**src/rtl/serial_rx_pkg.sv**
```systemverilog
// Package: encodings shared by the serial receive engine.
// Assumes: parity codes match the requirement table of the brief.
package serial_rx_pkg;

    typedef enum logic [2:0] {
        PAR_NONE  = 3'd0,
        PAR_EVEN  = 3'd1,
        PAR_ODD   = 3'd2,
        PAR_MARK  = 3'd3,
        PAR_SPACE = 3'd4
    } par_mode_e;

    typedef enum logic [2:0] {
        ST_IDLE,
        ST_START,
        ST_DATA,
        ST_PAR,
        ST_STOP
    } rx_state_e;

endpackage

```
**src/rtl/rx_sync_chain.sv**
```systemverilog
// Module: rx_sync_chain
// Does: brings an asynchronous level into the clock domain through a
//       chain of flops.
// Assumes: the input idles high, so the chain resets to 1.
module rx_sync_chain #(
    parameter int STAGES = 2
) (
    input  logic clk,
    input  logic rst_n,
    input  logic async_in,
    output logic sync_out
);
    logic [STAGES-1:0] chain;

    // Shift the raw level through the chain; reset to the idle level.
    always_ff @(posedge clk) begin
        if (!rst_n) chain <= '1;
        else        chain <= {chain[STAGES-2:0], async_in};
    end

    assign sync_out = chain[STAGES-1];
endmodule

```
**src/rtl/rx_frame_fsm.sv**
```systemverilog
// Module: rx_frame_fsm
// Does: qualifies the start bit, then samples data, parity and stop at
//       the centre of each bit. Counts ticks with one wrapping counter.
// Assumes: tick is a one-cycle enable at OSR times the baud rate;
//          START_LOW_MIN <= OSR/2; par_mode is held through a frame.
module rx_frame_fsm
    import serial_rx_pkg::*;
#(
    parameter int DATA_BITS     = 8,
    parameter int OSR           = 16,
    parameter int START_LOW_MIN = 8
) (
    input  logic                 clk,
    input  logic                 rst_n,
    input  logic                 tick,
    input  logic                 line,
    input  logic                 enabled,
    input  logic                 abort,
    input  logic [2:0]           par_mode,
    output logic                 done,
    output logic [DATA_BITS-1:0] data,
    output logic                 perr,
    output logic                 ferr,
    output logic                 busy
);
    localparam int CW = $clog2(OSR);
    localparam int BW = $clog2(DATA_BITS);
    localparam logic [CW-1:0] MID_C        = CW'(OSR / 2);
    localparam logic [CW-1:0] START_LAST_C = CW'(START_LOW_MIN - 1);
    localparam logic [BW-1:0] LAST_BIT_C   = BW'(DATA_BITS - 1);

    rx_state_e            state;
    logic [CW-1:0]        cnt;
    logic [CW-1:0]        nxt;
    logic [BW-1:0]        bit_idx;
    logic [DATA_BITS-1:0] shreg;
    logic                 perr_q;
    logic                 par_on;
    logic                 exp_par;

    // Next tick count and the parity bit the current data calls for.
    always_comb begin
        nxt     = cnt + 1'b1;
        par_on  = 1'b1;
        exp_par = 1'b0;
        case (par_mode)
            PAR_EVEN:  exp_par = ^shreg;
            PAR_ODD:   exp_par = ~^shreg;
            PAR_MARK:  exp_par = 1'b1;
            PAR_SPACE: exp_par = 1'b0;
            default:   par_on  = 1'b0;
        endcase
    end

    // Frame sequencer: an abort or a disabled receiver forces idle.
    always_ff @(posedge clk) begin
        if (!rst_n) begin
            state   <= ST_IDLE;
            cnt     <= '0;
            bit_idx <= '0;
            shreg   <= '0;
            perr_q  <= 1'b0;
        end else if (abort || !enabled) begin
            state <= ST_IDLE;
        end else if (tick) begin
            cnt <= nxt;
            case (state)
                ST_IDLE: begin
                    if (!line) begin
                        state  <= ST_START;
                        cnt    <= '0;
                        perr_q <= 1'b0;
                    end
                end
                ST_START: begin
                    if (line && nxt <= START_LAST_C) begin
                        state <= ST_IDLE;
                    end else if (nxt == MID_C) begin
                        state   <= ST_DATA;
                        bit_idx <= '0;
                    end
                end
                ST_DATA: begin
                    if (nxt == MID_C) begin
                        shreg   <= {line, shreg[DATA_BITS-1:1]};
                        bit_idx <= bit_idx + 1'b1;
                        if (bit_idx == LAST_BIT_C)
                            state <= par_on ? ST_PAR : ST_STOP;
                    end
                end
                ST_PAR: begin
                    if (nxt == MID_C) begin
                        perr_q <= (line != exp_par);
                        state  <= ST_STOP;
                    end
                end
                ST_STOP: begin
                    if (nxt == MID_C) state <= ST_IDLE;
                end
                default: state <= ST_IDLE;
            endcase
        end
    end

    // Completion on the stop-bit centre tick, unless aborted that cycle.
    assign done = tick && enabled && !abort && (state == ST_STOP) && (nxt == MID_C);
    assign data = shreg;
    assign perr = perr_q;
    assign ferr = !line;
    assign busy = (state != ST_IDLE);
endmodule

```
**src/rtl/rx_hold_reg.sv**
```systemverilog
// Module: rx_hold_reg
// Does: holds the last character, its error flags, the ready flag and
//       the overrun flag.
// Assumes: done and rd are one-cycle pulses; a completion on the same
//          cycle as a read wins over the read.
module rx_hold_reg #(
    parameter int DATA_BITS = 8
) (
    input  logic                 clk,
    input  logic                 rst_n,
    input  logic                 done,
    input  logic [DATA_BITS-1:0] din,
    input  logic                 perr_in,
    input  logic                 ferr_in,
    input  logic                 rd,
    output logic [DATA_BITS-1:0] dout,
    output logic                 ready,
    output logic                 perr,
    output logic                 ferr,
    output logic                 ovr
);
    // Load on completion, otherwise release on a read.
    always_ff @(posedge clk) begin
        if (!rst_n) begin
            dout  <= '0;
            ready <= 1'b0;
            perr  <= 1'b0;
            ferr  <= 1'b0;
            ovr   <= 1'b0;
        end else if (done) begin
            dout  <= din;
            ready <= 1'b1;
            perr  <= perr_in;
            ferr  <= ferr_in;
            ovr   <= !rd && (ready || ovr);
        end else if (rd) begin
            ready <= 1'b0;
            ovr   <= 1'b0;
        end
    end
endmodule

```
**src/rtl/serial_rx_core.sv**
```systemverilog
// Module: serial_rx_core (top)
// Does: ties together the synchronizer, the frame sequencer, the
//       holding register and the on/off control.
// Assumes: tick comes from an external baud divider at sixteen times
//          the bit rate; strobes last one cycle.
module serial_rx_core #(
    parameter int DATA_BITS     = 8,
    parameter int OSR           = 16,
    parameter int START_LOW_MIN = 8,
    parameter int SYNC_STAGES   = 2
) (
    input  logic                 clk,
    input  logic                 rst_n,
    input  logic                 tick,
    input  logic                 rx_line,
    input  logic                 rx_enable,
    input  logic                 rx_reset,
    input  logic                 rd_strobe,
    input  logic [2:0]           par_mode,
    output logic [DATA_BITS-1:0] rx_data,
    output logic                 rx_ready,
    output logic                 parity_err,
    output logic                 frame_err,
    output logic                 overrun,
    output logic                 rx_enabled
);
    logic                 line_s;
    logic                 frame_done;
    logic                 fsm_busy;
    logic [DATA_BITS-1:0] fsm_data;
    logic                 fsm_perr;
    logic                 fsm_ferr;

    // On/off control: a reset strobe outranks an enable strobe.
    always_ff @(posedge clk) begin
        if (!rst_n)         rx_enabled <= 1'b0;
        else if (rx_reset)  rx_enabled <= 1'b0;
        else if (rx_enable) rx_enabled <= 1'b1;
    end

    rx_sync_chain #(.STAGES(SYNC_STAGES)) u_sync (
        .clk      (clk),
        .rst_n    (rst_n),
        .async_in (rx_line),
        .sync_out (line_s)
    );

    rx_frame_fsm #(
        .DATA_BITS     (DATA_BITS),
        .OSR           (OSR),
        .START_LOW_MIN (START_LOW_MIN)
    ) u_fsm (
        .clk      (clk),
        .rst_n    (rst_n),
        .tick     (tick),
        .line     (line_s),
        .enabled  (rx_enabled),
        .abort    (rx_reset),
        .par_mode (par_mode),
        .done     (frame_done),
        .data     (fsm_data),
        .perr     (fsm_perr),
        .ferr     (fsm_ferr),
        .busy     (fsm_busy)
    );

    rx_hold_reg #(.DATA_BITS(DATA_BITS)) u_hold (
        .clk     (clk),
        .rst_n   (rst_n),
        .done    (frame_done),
        .din     (fsm_data),
        .perr_in (fsm_perr),
        .ferr_in (fsm_ferr),
        .rd      (rd_strobe),
        .dout    (rx_data),
        .ready   (rx_ready),
        .perr    (parity_err),
        .ferr    (frame_err),
        .ovr     (overrun)
    );
endmodule

```
**config.mk**
```make
export PLATFORM = sky130hd
export DESIGN_NAME = serial_rx_core
export DESIGN_NICKNAME = d
export VERILOG_FILES = /design/src/rtl/serial_rx_pkg.sv /design/src/rtl/rx_sync_chain.sv /design/src/rtl/rx_frame_fsm.sv /design/src/rtl/rx_hold_reg.sv /design/src/rtl/serial_rx_core.sv
export SDC_FILE = /design/constraint.sdc
export NUM_CORES = 1
export LEC_CHECK = 0
export ABC_CLOCK_PERIOD_IN_PS = 3900
export BUFFER_PORTS_ARGS = -buffer_cell sky130_fd_sc_hd__buf_2
export CAP_MARGIN = 20
export CORE_MARGIN = 3
export CORE_UTILIZATION = 45
export CTS_CLUSTER_SIZE = 24
export DETAILED_ROUTE_END_ITERATION = 8
export PLACE_DENSITY_LB_ADDON = 0.25
export SYNTH_ARGS = -nofsm -noshare
export SYNTH_HDL_FRONTEND = slang
export SYNTH_SLANG_ARGS = --single-unit
```
**constraint.sdc**
```tcl
create_clock -name clk -period 3.9 [get_ports clk]
set_input_delay 0.195 -clock clk [delete_from_list [all_inputs] [get_ports clk]]
set_output_delay 0.195 -clock clk [all_outputs]
set_load 0.05 [all_outputs]
```
# Word level (Yosys, flattened, before mapping)
# Index checks and enable logic that the tools add are counted.
# totals
regBits	34
input_bits	10
output_inout_bits	13
wordCells	84
# op_classes
n_addsub	2
n_lt_le_gt_ge	1
eq_ne	19
n_mux	22
bitwise	2
n_reduce_logical	26
# op_table
op	n
3-bit two-way mux	10
3-bit one-hot mux with 5 select lines	1
3-bit by 2-bit == test with 1-bit output, second input constant	4
2-bit by 1-bit inequality test with 1-bit output, second input constant	5
3-bit == test, second input constant	3
4-bit two-way mux	2
8-bit XNOR reduction	1
8-bit XOR reduction	1
7-bit AND reduction	1
3-bit by 1-bit == test with 1-bit output, second input constant	2
1-bit logical AND	6
1-bit two-way mux	6
3-bit one-hot mux with 2 select lines	1
6-bit AND reduction	1
2-bit nonzero test	3
5-bit AND reduction	1
4-bit by 1-bit adder with 4-bit output, second input constant	1
4-bit == test, second input constant	1
4-bit by 3-bit less-or-equal comparator with 1-bit output, second input constant	1
1-bit logical NOT	4
2-bit inequality test, second input constant	2
4-bit AND reduction	1
2-bit OR reduction	2
4-bit OR reduction	1
other kinds (9)	11

# Longest topological paths before layout
# Gate-level depths: netlist of run 1.
# logic_depth
depth_word	7
ltp_mapped	8
ltp_nobuf	8

# Cells and area by module
# From an unflattened synthesis of run 1, not the netlist that was laid out.
# unflattened
cells_unflattened	175
hier_area_um2	1705.4
# modules_own_cells
mod	instances	cells_each	area_each_um2
rx_frame_fsm	1	130	1163.6
rx_hold_reg	1	38	452.9
rx_sync_chain	1	4	52.6
serial_rx_core	1	3	36.3

# Least setup slack after synthesis of run 1
# No wires, ideal clock.
# synth_timing
path_kind	reg-to-reg
startpoint	register rx_enabled
endpoint	register u_fsm.shreg[0] (netlist: u_fsm.data[0])
setup_ns	0.116
arrival_time_ns	1.924
required_time_ns	3.784
path_slack_ns	1.860
path_stages_with_launch	7
path_buffers	1
period_less_slack_ns	2.040
cell_sequence	dfxtp_1 nand3b_1 a211o_1 nor3_2 buf_4 mux2i_1 nor2b_1
# synth_via
elab_chain_len	4
# synth_rtl
item	line_no	text
from (decl)	serial_rx_core.sv:25	output logic rx_enabled
from (signal assigned)	serial_rx_core.sv:36	if (!rst_n) rx_enabled <= 1'b0;
from (signal assigned)	serial_rx_core.sv:37	else if (rx_reset) rx_enabled <= 1'b0;
from (signal assigned)	serial_rx_core.sv:38	else if (rx_enable) rx_enabled <= 1'b1;
1-bit logical NOT	rx_frame_fsm.sv:63	end else if (abort || !enabled) begin
1-bit logical OR	rx_frame_fsm.sv:63	
1-bit NOT (no source line)	-	
4-bit AND reduction (no source line)	-	
to (signal assigned)	rx_frame_fsm.sv:85	shreg <= {line, shreg[DATA_BITS-1:1]};
to (decl)	rx_frame_fsm.sv:36	logic [DATA_BITS-1:0] shreg;
# Every way passes these cells.
# A chain may end at the register's enable or synchronous reset.

# Final worst setup path of run 1
# layout_timing
startpoint	register rx_enabled
endpoint	register u_fsm.shreg[5] (netlist: u_fsm.data[5])
# The elaborated chain is that of the path after synthesis.

==> flow_metrics.py, run 1 <==
metrics = {
    "clock_network": {
        "clock_sinks": 34,
        "htreeDepth": 2,
        "cts_resized": 0,
        "postCtsSetupBuffers": 0,
        "cts_tree": "built",
        "path_clk_slew_ps": 70,
        "clock_latency_ps": 280,
        "hold_buffers": 0,
        "ctsRootBufferMaster": "clkbuf_8",
        "cts_made_buffers": 5,
        "clk_path_buf_depth": 2,
    },
    "placed_design": {
        "place_hpwl_um": 2338,
        "place_inst": 243,
        "dp_slack_ps": 1632,
        "portBuffers": 22,
        "place.gp.congestion": 0.7950,
    },
    "sta": {
        "period_share": 0.5775,
        "fin_setup_tns_ps": 0,
        "rsz0062_at_grt": "false",
        "fin_ws_ps": 1648,
        "max_freq_mhz": 444.0,
        "skew_ps": 6.785,
        "worstMarginPinSlew_ps": 960.6,
        "post-route-min-period_ps": 2252,
        "setup-violations-final": 0,
        "relSlewSlack": 0.3537,
        "slew_violations": 0,
        "finalHoldViolations": 0,
    },
    "logic_synthesis": {
        "async_flop_share": 0,
        "synth_edf_count": 0,
        "syn-cell-area_um2": 1705,
        "syn_avg_cell_area_um2": 9.319,
        "synth_flop_cell": "dfxtp_1",
        "ys_ff_latch": 34,
        "synth_cells": 183,
        "yosysSeqAreaShare": 0.3991,
        "syn-num-nets": 197,
        "synth_cell_type_count": 43,
        "yosysWarnings": 0,
    },
    "flow_run": {
        "drv_cap": 0,
    },
    "pwr": {
        "power_frac_seq": 0.565,
        "vdd_ir_drop_max_mv": 0.1551,
        "power_density_nw_per_um2": 325.1,
        "internal-power_mw": 0.4815,
        "p_comb_frac": 0.046,
        "pwr-share-clk": 0.389,
        "leakagePower_nw": 0.7054,
        "p_sw_frac": 0.2248,
        "switchingPower_mw": 0.1396,
    },
    "global_routing": {
        "grt_max_degree": 35,
        "grt_pass1_vias": 1345,
        "busiest_layer": "met2",
        "met1_usage": 0.1955,
        "antenna_found_initial": 0,
        "grt_pass1_wl_um": 5809,
        "gr-total-overflow": 0,
        "grtUsageMet3": 0.03827,
        "track_usage": 0.1670,
        "grt_util_met2": 0.2807,
    },
    "finish": {
        "final_common_cell": "dfxtp_1",
        "drive_above_1_share": 0.2010,
        "multi_input_area_um2": 972.2,
        "layout.nets": 218,
        "area_growth_pct": 12.03,
        "fillers": 316,
        "finalNonFillerCells": 250,
        "regArea_um2": 680.7,
        "final_cell_mix": "dfxtp_1, nand2_1, buf_2",
        "n_antenna_cell": 0,
    },
    "setup_path": {
        "rrSetupSlack_ps": 1650,
        "cp-startpoint": "rx_enabled$_SDFFE_PP0P_",
        "start_kind": "flip-flop",
        "worstRegToRegCells": 5,
        "critPathCaptureType": "flip-flop",
        "r2r-start": "rx_enabled$_SDFFE_PP0P_",
        "crit_required_ps": 4080,
        "arrival_ps": 2430,
        "worstSetupPathType": "reg -> reg",
        "cp-endpoint": "u_fsm.data[5]$_SDFFE_PN0P_",
        "cp_max_fo": 11,
        "r2r_end": "u_fsm.data[5]$_SDFFE_PN0P_",
    },
    "outcome": {
        "status": "finished, final reports clean",
    },
    "detailed_routing": {
        "wl_um": 3335,
        "drc_errors": 0,
        "ant_nets": 0,
        "drt-initial-drc-count": 72,
        "drtPass1Iterations": 4,
        "dr_total_vias": 1324,
        "vias_per_cell": 5.296,
        "detail_route.wl_per_cell_um": 13.34,
    },
    "worst_hold_path": {
        "hp-class": "in -> reg",
        "holdCritStartpoint": "rd_strobe",
    },
    "floorplan": {
        "ios": 23,
        "die_h_um": 67.56,
        "die_area_um2": 4564,
        "rows": 21,
        "fp.dieW_um": 67.56,
        "start_util": 0.4880,
        "core_area_um2": 3495,
    },
}
==> worst min path at each step <==
stage,to,cells after the start,slack (ps)
4_1_cts,u_hold.ovr$_SDFFE_PN0P_,2,80
3_3_place_gp,u_hold.ovr$_SDFFE_PN0P_,2,370
3_5_place_dp,u_hold.ovr$_SDFFE_PN0P_,2,380
2_1_floorplan,u_sync.chain[1]$_SDFF_PN1_,1,270
6_report,u_hold.ovr$_SDFFE_PN0P_,2,90
5_1_grt,u_hold.ovr$_SDFFE_PN0P_,2,100
==> registers in the layout (all words and copies together), names as in the netlist <==
name,cells
rx_enabled,1
u_fsm.bit_idx,3
u_fsm.cnt,4
u_fsm.data,8
u_fsm.perr,1
u_fsm.state,3
u_hold.dout,8
u_hold.ferr,1
u_hold.ovr,1
u_hold.perr,1
u_hold.ready,1
u_sync.chain,2
==> synthesized netlist by cell type (2+ instances only) <==
cell type   n  share of area
nand2_1    24          0.053
a22oi_1     2         0.0088
clkbuf_1    6          0.013
mux2i_1    11          0.065
inv_1       3         0.0066
nor3_1      3         0.0088
o21ai_0     5          0.015
xnor2_1     9          0.046
dfxtp_1    34           0.40
nor3b_1     2         0.0088
nand3b_1    4          0.018
o21a_1      3          0.013
nor2_1      8          0.018
a211o_1     2          0.010
and3b_1     2          0.010
nor2b_1    17          0.062
a21oi_1     4          0.012
a21boi_2    8          0.053
a21o_1      2         0.0088
ha_1        4          0.029
nand2b_1    6          0.022
nand3_1     3         0.0088
==> metrics by stage <==
step	total power, mW	hold slack, ps	instance area, um^2	utilization
after floorplan	0.3766	268.0	1705	-
after global placement	0.3861	370.5	1832	0.5242
after detailed placement	0.3871	378.4	1832	0.5242
after CTS	0.6278	79.27	1911	0.5467
after global routing	0.6438	95.88	1911	0.5467
final	0.6211	85.52	1911	0.5467
==> power by group through the flow <==
stage | sequential (mW) | clock (mW) | combinational [mW]
floorplan | 0.360 | 0 | 0.0168
global placement | 0.359 | 0 | 0.0275
detailed placement | 0.359 | 0 | 0.0284
CTS | 0.351 | 0.248 | 0.0286
global route | 0.351 | 0.261 | 0.0321
finish | 0.351 | 0.242 | 0.0284
==> kinds of logic (layout without fill, tap and decap cells) <==
kind of cell | after synthesis | count (layout) | synth area share
and+or+nand+nor | 77 | 77 | 0.2546
AOI/OAI and AO/OA | 36 | 36 | 0.1702
DFF | 34 | 34 | 0.3991
muxes | 11 | 11 | 0.06457
buffers and inverters | 11 | 32 | 0.03081
xor gates and xnor gates | 10 | 10 | 0.05136
adders and majority gates | 4 | 4 | 0.02935
==> critical path, stage by stage (launching register included) <==
cell and delay (ps):
dfxtp_1 390, nand3b_1 240, a211o_1 440, nor3_2 730, mux2i_1 270, nor2b_1 70
==> layer usage <==
layer	vias to the layer above	share of wire
li1	675	-
met1	600	0.46
met2	40	0.47
met3	9	0.057
met4	0	0.020
met5	-	0
==> final cells by class <==
| class | count | area share |
|---|---|---|
| flip-flops and latches | 34 | 0.3563 |
| inverters | 3 | 0.005894 |
| multi-input cells | 138 | 0.5088 |
| repair buffers | 22 | 0.05763 |
| clock buffers | 5 | 0.03602 |
| clock inverters | 2 | 0.005239 |
| well taps | 46 | 0.03012 |
No activity file was read; power rests on OpenSTA's default activity.
==> run 2: changes to the inputs <==
ABC_AREA = 1   (was unset)
ABC_CLOCK_PERIOD_IN_PS = 2200   (was 3900)
clock period = 2.2 ns   (was 3.9 ns; I/O delays follow)
==> flow_metrics.py, run 2 <==
metrics = {
    "outcome": {
        "status": "finished, final reports clean",
    },
    "detailed_routing": {
        "detail_route.wl_per_cell_um": 10.53,
        "vias_per_cell": 4.849,
        "dr_total_vias": 1508,
        "drc_errors": 0,
        "wl_um": 3274,
        "drt-initial-drc-count": 99,
        "drtPass1Iterations": 4,
        "ant_nets": 0,
    },
    "logic_synthesis": {
        "ys_ff_latch": 34,
        "async_flop_share": 0,
        "syn-cell-area_um2": 1724,
        "synth_top_cells_by_count": "nand2_1, dfxtp_1, inv_1",
        "synth_cells": 239,
        "synth.area.top_cells": "dfxtp_1, nand2_1, inv_1",
        "synth_flop_cell": "dfxtp_1",
        "yosysSeqAreaShare": 0.3948,
        "yosysWarnings": 0,
        "synth_cell_type_count": 29,
        "synth.most_common_cell": "nand2_1",
        "syn_avg_cell_area_um2": 7.214,
        "syn-num-nets": 253,
        "yosys.area.top_type": "dfxtp_1",
        "synth_top_area_frac": 0.3948,
        "synth_edf_count": 0,
    },
    "placed_design": {
        "placement.cell_area_um2": 1851,
        "dp_slack_ps": 501.5,
        "place_inst": 302,
        "place.gp.congestion": 0.8965,
        "place_hpwl_um": 2357,
        "portBuffers": 22,
    },
    "setup_path": {
        "cp_max_fo": 22,
        "start_kind": "input port",
        "crit_required_ps": 2360,
        "rrSetupSlack_ps": 510,
        "slowest_stage": "dlygate4sd3_1",
        "worstRegToRegCells": 8,
        "arrival_ps": 1940,
        "r2r-start": "u_fsm.cnt[1]$_SDFFE_PN0P_",
        "r2r_end": "u_hold.dout[1]$_SDFFE_PN0P_",
        "cpPeakStageDelay_ps": 530,
        "critPathCaptureType": "flip-flop",
        "critical_path.cell_chain": "dlygate4sd3_1, buf_2, inv_1, nand2_1, nor2_1, nand2_4, inv_2, nand2_2, o21ai_0, a21oi_1",
        "crit_buf_inv": 4,
        "crit_family": "buffers and inverters",
        "worstSetupPathType": "in -> reg",
    },
    "floorplan": {
        "core_area_um2": 3521,
        "die_area_um2": 4610,
        "die_h_um": 67.90,
        "fp.dieW_um": 67.90,
        "start_util": 0.4897,
        "ios": 23,
        "rows": 21,
    },
    "pwr": {
        "switchingPower_mw": 0.2583,
        "pwr-share-clk": 0.414,
        "total_power_mw": 1.147,
        "p_sw_frac": 0.2253,
        "leakagePower_nw": 0.8689,
        "power_density_nw_per_um2": 586.4,
        "internal-power_mw": 0.8884,
        "p_comb_frac": 0.045,
        "power_frac_seq": 0.541,
        "vdd_ir_drop_max_mv": 0.3927,
    },
    "flow_run": {
        "drv_cap": 0,
    },
    "sta": {
        "slew_violations": 0,
        "skew_ps": 3.128,
        "worstMarginPinSlew_ps": 475.7,
        "max_freq_mhz": 559.6,
        "rsz0062_at_grt": "false",
        "relSlewSlack": 0.6818,
        "setup-violations-final": 0,
        "fin_ws_ps": 412.9,
        "finalHoldViolations": 0,
        "post-route-min-period_ps": 1787,
        "fin_setup_tns_ps": 0,
        "period_share": 0.8123,
        "fin_hold_ws_ps": 11.34,
    },
    "clock_network": {
        "clk_path_buf_depth": 2,
        "ctsRootBufferMaster": "clkbuf_8",
        "clock_latency_ps": 280,
        "clock_sinks": 34,
        "cts_tree": "built",
        "cts_resized": 0,
        "postCtsSetupBuffers": 0,
        "path_clk_slew_ps": 70,
        "cts_made_buffers": 5,
        "htreeDepth": 2,
    },
    "global_routing": {
        "grt_pass1_vias": 1318,
        "gr-total-overflow": 0,
        "grt_max_degree": 25,
        "grt_pass1_wl_um": 5692,
        "antenna_found_initial": 0,
        "track_usage": 0.1627,
    },
    "worst_hold_path": {
        "holdCritStartpoint": "rx_line",
        "hold_path_depth": 2,
        "holdPathEnd": "u_sync.chain[0]$_SDFF_PN1_",
        "hp-class": "in -> reg",
    },
    "finish": {
        "final_common_cell": "nand2_1",
        "drive_above_1_share": 0.2151,
        "design_area_um2": 1956,
        "fin_util": 0.5554,
        "finalNonFillerCells": 311,
        "final_cell_mix": "nand2_1, dfxtp_1, inv_1",
        "area_growth_pct": 13.43,
        "layout.nets": 278,
        "n_antenna_cell": 0,
    },
}
[run 2: cell count changes in the layout (fill, tap and decap cells not counted), moves of 7 or more]
cell / previous run / this run
mux2i_1: 11 / 0
nand2_1: 24 / 58
o21ai_1: 0 / 8
a21boi_2: 8 / 0
o21ai_0: 5 / 15
nor2b_1: 17 / 0
xnor2_1: 9 / 1
inv_1: 3 / 33
nand3_1: 3 / 10
a21oi_1: 4 / 21
[run 2: per-layer routing]
metal | vias to the layer above | track usage | routed length [um]
met5 | - | 0 | 0
li1 | 811 | - | -
met4 | 0 | 0.05955 | 39
met3 | 4 | 0.04433 | 114
met2 | 22 | 0.2649 | 1508
met1 | 671 | 0.2056 | 1611
[run 2: repair_timing]
item / in CTS / in global routing
setup endpoints to repair: 0 / 0
endpoints found under the hold margin: 1 / 0
hold buffers: 1 / 0
[run 2: power by group through the flow]
stage / Clock [mW] / Combinational, mW / Sequential (mW)
detailed placement: 0 / 0.0497 / 0.635
CTS: 0.493 / 0.0514 / 0.620
global route: 0.512 / 0.0586 / 0.621
global placement: 0 / 0.0498 / 0.635
finish: 0.475 / 0.0511 / 0.621
floorplan: 0 / 0.0306 / 0.637
[run 2: layout make-up]
cell class,instances,area (um^2)
tap,46,57.56
clock buffer,6,82.58
sequential,34,680.7
inverter,35,131.4
multi-input combinational,165,870.8
timing repair buffer,23,120.1
fill,366,1565
clock inverter,2,12.51
[run 2: logic make-up after synthesis]
group	Yosys count	synth area share
flip-flops	34	0.3948
XOR/XNOR	3	0.01960
AND/OR/NAND/NOR	101	0.2627
buffers and inverters	40	0.1001
AO/OA/AOI/OAI	57	0.1938
adder cells (fa/ha/maj)	4	0.02903
[run 2: how the worst max path moves through the flow]
stage / depth (start not counted) / to / from / slack, ps
6_report: 10 / u_hold.dout[1]$_SDFFE_PN0P_ / rx_reset / 410
5_1_grt: 10 / u_hold.dout[2]$_SDFFE_PN0P_ / rx_reset / 210
4_1_cts: 10 / u_hold.dout[1]$_SDFFE_PN0P_ / rx_reset / 400
3_5_place_dp: 8 / u_hold.dout[1]$_SDFFE_PN0P_ / u_fsm.cnt[1]$_SDFFE_PN0P_ / 500
3_3_place_gp: 8 / u_hold.dout[2]$_SDFFE_PN0P_ / u_fsm.cnt[1]$_SDFFE_PN0P_ / 540
2_1_floorplan: 8 / u_hold.dout[5]$_SDFFE_PN0P_ / rx_enabled$_SDFFE_PP0P_ / 500
==> run 3: changes to the inputs <==
ABC_CLOCK_PERIOD_IN_PS = 1450   (was 2200)
clock period = 1.45 ns   (was 2.2 ns; I/O delays follow)
==> flow_metrics.py, run 3 (synthesis results as in run 2) <==
metrics = {
    "sta": {
        "fin_ws_ps": -71.59,
        "setup-violations-final": 3,
        "worstMarginPinSlew_ps": 373.0,
        "relSlewSlack": 0.7487,
        "finalHoldViolations": 0,
        "period_share": 1.049,
        "slew_violations": 0,
        "rsz0062_at_grt": "true",
        "max_freq_mhz": 657.2,
        "post-route-min-period_ps": 1522,
        "skew_ps": 2.564,
    },
    "global_routing": {
        "gr-total-overflow": 0,
        "track_usage": 0.1585,
        "antenna_found_initial": 0,
        "grt_pass1_vias": 1342,
        "grt_max_degree": 24,
        "grt_pass1_wl_um": 5568,
    },
    "detailed_routing": {
        "drc_errors": 0,
        "drtPass1Iterations": 4,
        "drt-initial-drc-count": 63,
        "vias_per_cell": 4.757,
        "dr_total_vias": 1584,
        "detail_route.wl_per_cell_um": 10.44,
        "ant_nets": 0,
        "wl_um": 3476,
    },
    "clock_network": {
        "clock_latency_ps": 270,
        "ctsRootBufferMaster": "clkbuf_8",
        "htreeDepth": 2,
        "clk_path_buf_depth": 2,
        "path_clk_slew_ps": 60,
        "cts_tree": "built",
        "clock_sinks": 34,
        "cts_made_buffers": 5,
    },
    "worst_hold_path": {
        "holdPathEnd": "rx_enabled$_SDFFE_PP0P_",
        "holdCritStartpoint": "rx_enable",
        "hold_path_depth": 3,
        "hp-class": "in -> reg",
    },
    "setup_path": {
        "r2r-start": "u_fsm.bit_idx[0]$_SDFFE_PN0P_",
        "r2r_end": "u_fsm.state[1]$_SDFFE_PP0P_",
        "rrSetupSlack_ps": -70,
        "crit_required_ps": 1620,
        "worstSetupPathType": "reg -> reg",
        "arrival_ps": 1690,
        "worstRegToRegCells": 8,
        "cp_max_fo": 4,
        "critPathCaptureType": "flip-flop",
        "start_kind": "flip-flop",
    },
    "floorplan": {
        "die_area_um2": 4610,
        "start_util": 0.4897,
        "fp.dieW_um": 67.90,
        "ios": 23,
        "die_h_um": 67.90,
        "rows": 21,
        "core_area_um2": 3521,
    },
    "outcome": {
        "failed_checks": "setup timing",
        "status": "finished with violations",
    },
    "placed_design": {
        "place.gp.congestion": 0.8491,
        "place_hpwl_um": 2489,
        "place_inst": 322,
        "portBuffers": 22,
    },
    "flow_run": {
        "drv_cap": 0,
    },
    "finish": {
        "area_growth_pct": 29.61,
        "fin_util": 0.6347,
        "n_antenna_cell": 0,
        "layout.nets": 302,
        "drive_above_1_share": 0.3624,
        "final_cell_mix": "nand2_1, inv_1, buf_2",
        "final_common_cell": "nand2_1",
        "finalNonFillerCells": 333,
    },
    "pwr": {
        "leakagePower_nw": 1.011,
        "vdd_ir_drop_max_mv": 0.5428,
        "power_density_nw_per_um2": 763.4,
    },
}
-- run 3: cell types whose count changed in the layout (fill, tap and decap cells not counted), sizes merged --
| cell | delta |
|---|---|
| buf | +23 |
| clkinv | -1 |
| clkinvlp | -1 |
| dlygate4sd3 | +1 |
-- run 3: layout make-up --
class / instances / area (um^2)
Tap cell: 46 / 57.56
Clock buffer: 6 / 82.58
Sequential cell: 34 / 695.7
Inverter: 35 / 133.9
Timing Repair Buffer: 47 / 315.3
Fill cell: 328 / 1286
Multi-Input combinational cell: 165 / 949.7
-- run 3: per-layer routing --
metal,vias to the layer above,global-route usage,wire length [um]
met1,695,0.2113,1748
met2,24,0.2503,1588
met4,0,0.05211,29
met3,4,0.03941,109
li1,861,-,-
met5,-,0,0
-- run 3: metrics by stage --
stage	setup slack, ps	area [um^2]	setup TNS, ps	hold slack, ps	total power, mW
after floorplan	6.367	1728	0	144.3	1.014
after global placement	-63.58	2004	-191.7	246.7	1.043
after detailed placement	-69.92	2004	-748.1	248.6	1.043
after CTS	-75.68	2128	-131.1	42.85	1.723
after global routing	-145.8	2235	-774.0	63.88	1.776
final	-71.59	2235	-157.5	51.93	1.706
-- run 3: worst max-delay path by stage --
stage                                        from                     endpoint  slack (ps)  cells after the start
finish              u_fsm.bit_idx[0]$_SDFFE_PN0P_  u_fsm.state[1]$_SDFFE_PP0P_         -70                      8
floorplan                 rx_enabled$_SDFFE_PP0P_  u_hold.dout[5]$_SDFFE_PN0P_           6                      8
global placement        u_fsm.cnt[2]$_SDFFE_PN0P_  u_fsm.state[1]$_SDFFE_PP0P_         -60                     11
global route            u_fsm.cnt[0]$_SDFFE_PN0P_  u_fsm.state[1]$_SDFFE_PP0P_        -150                     11
detailed placement      u_fsm.cnt[0]$_SDFFE_PN0P_  u_fsm.state[1]$_SDFFE_PP0P_         -70                     10
CTS                     u_fsm.cnt[0]$_SDFFE_PN0P_  u_fsm.state[1]$_SDFFE_PP0P_         -80                     11
-- run 3: critical path: stages, from the launching register on --
cell     delay [ps]
dfxtp_1         330
ha_1            210
ha_1            180
o21ai_0         330
o21ai_4         110
nand2_2         110
nand2_1          50
nand2_1          50
nor2_1           40
-- run 3: repair_timing --
item	in CTS	in global routing
hold endpoints to repair	2	0
setup buffers	1	2
pin swaps	3	3
gates resized for setup	7	35
setup endpoints to repair	24	22
hold buffers	2	0
cloned	1	0
-- run 3: power by group --
| part | internal, mW | leakage [nW] | total [mW] | switching (mW) |
|---|---|---|---|---|
| Clock | 0.366 | 0.0431 | 0.676 | 0.310 |
| Sequential | 0.939 | 0.280 | 0.942 | 0.00348 |
| Combinational | 0.0346 | 0.687 | 0.0880 | 0.0534 |
| Total | 1.34 | 1.01 | 1.71 | 0.367 |
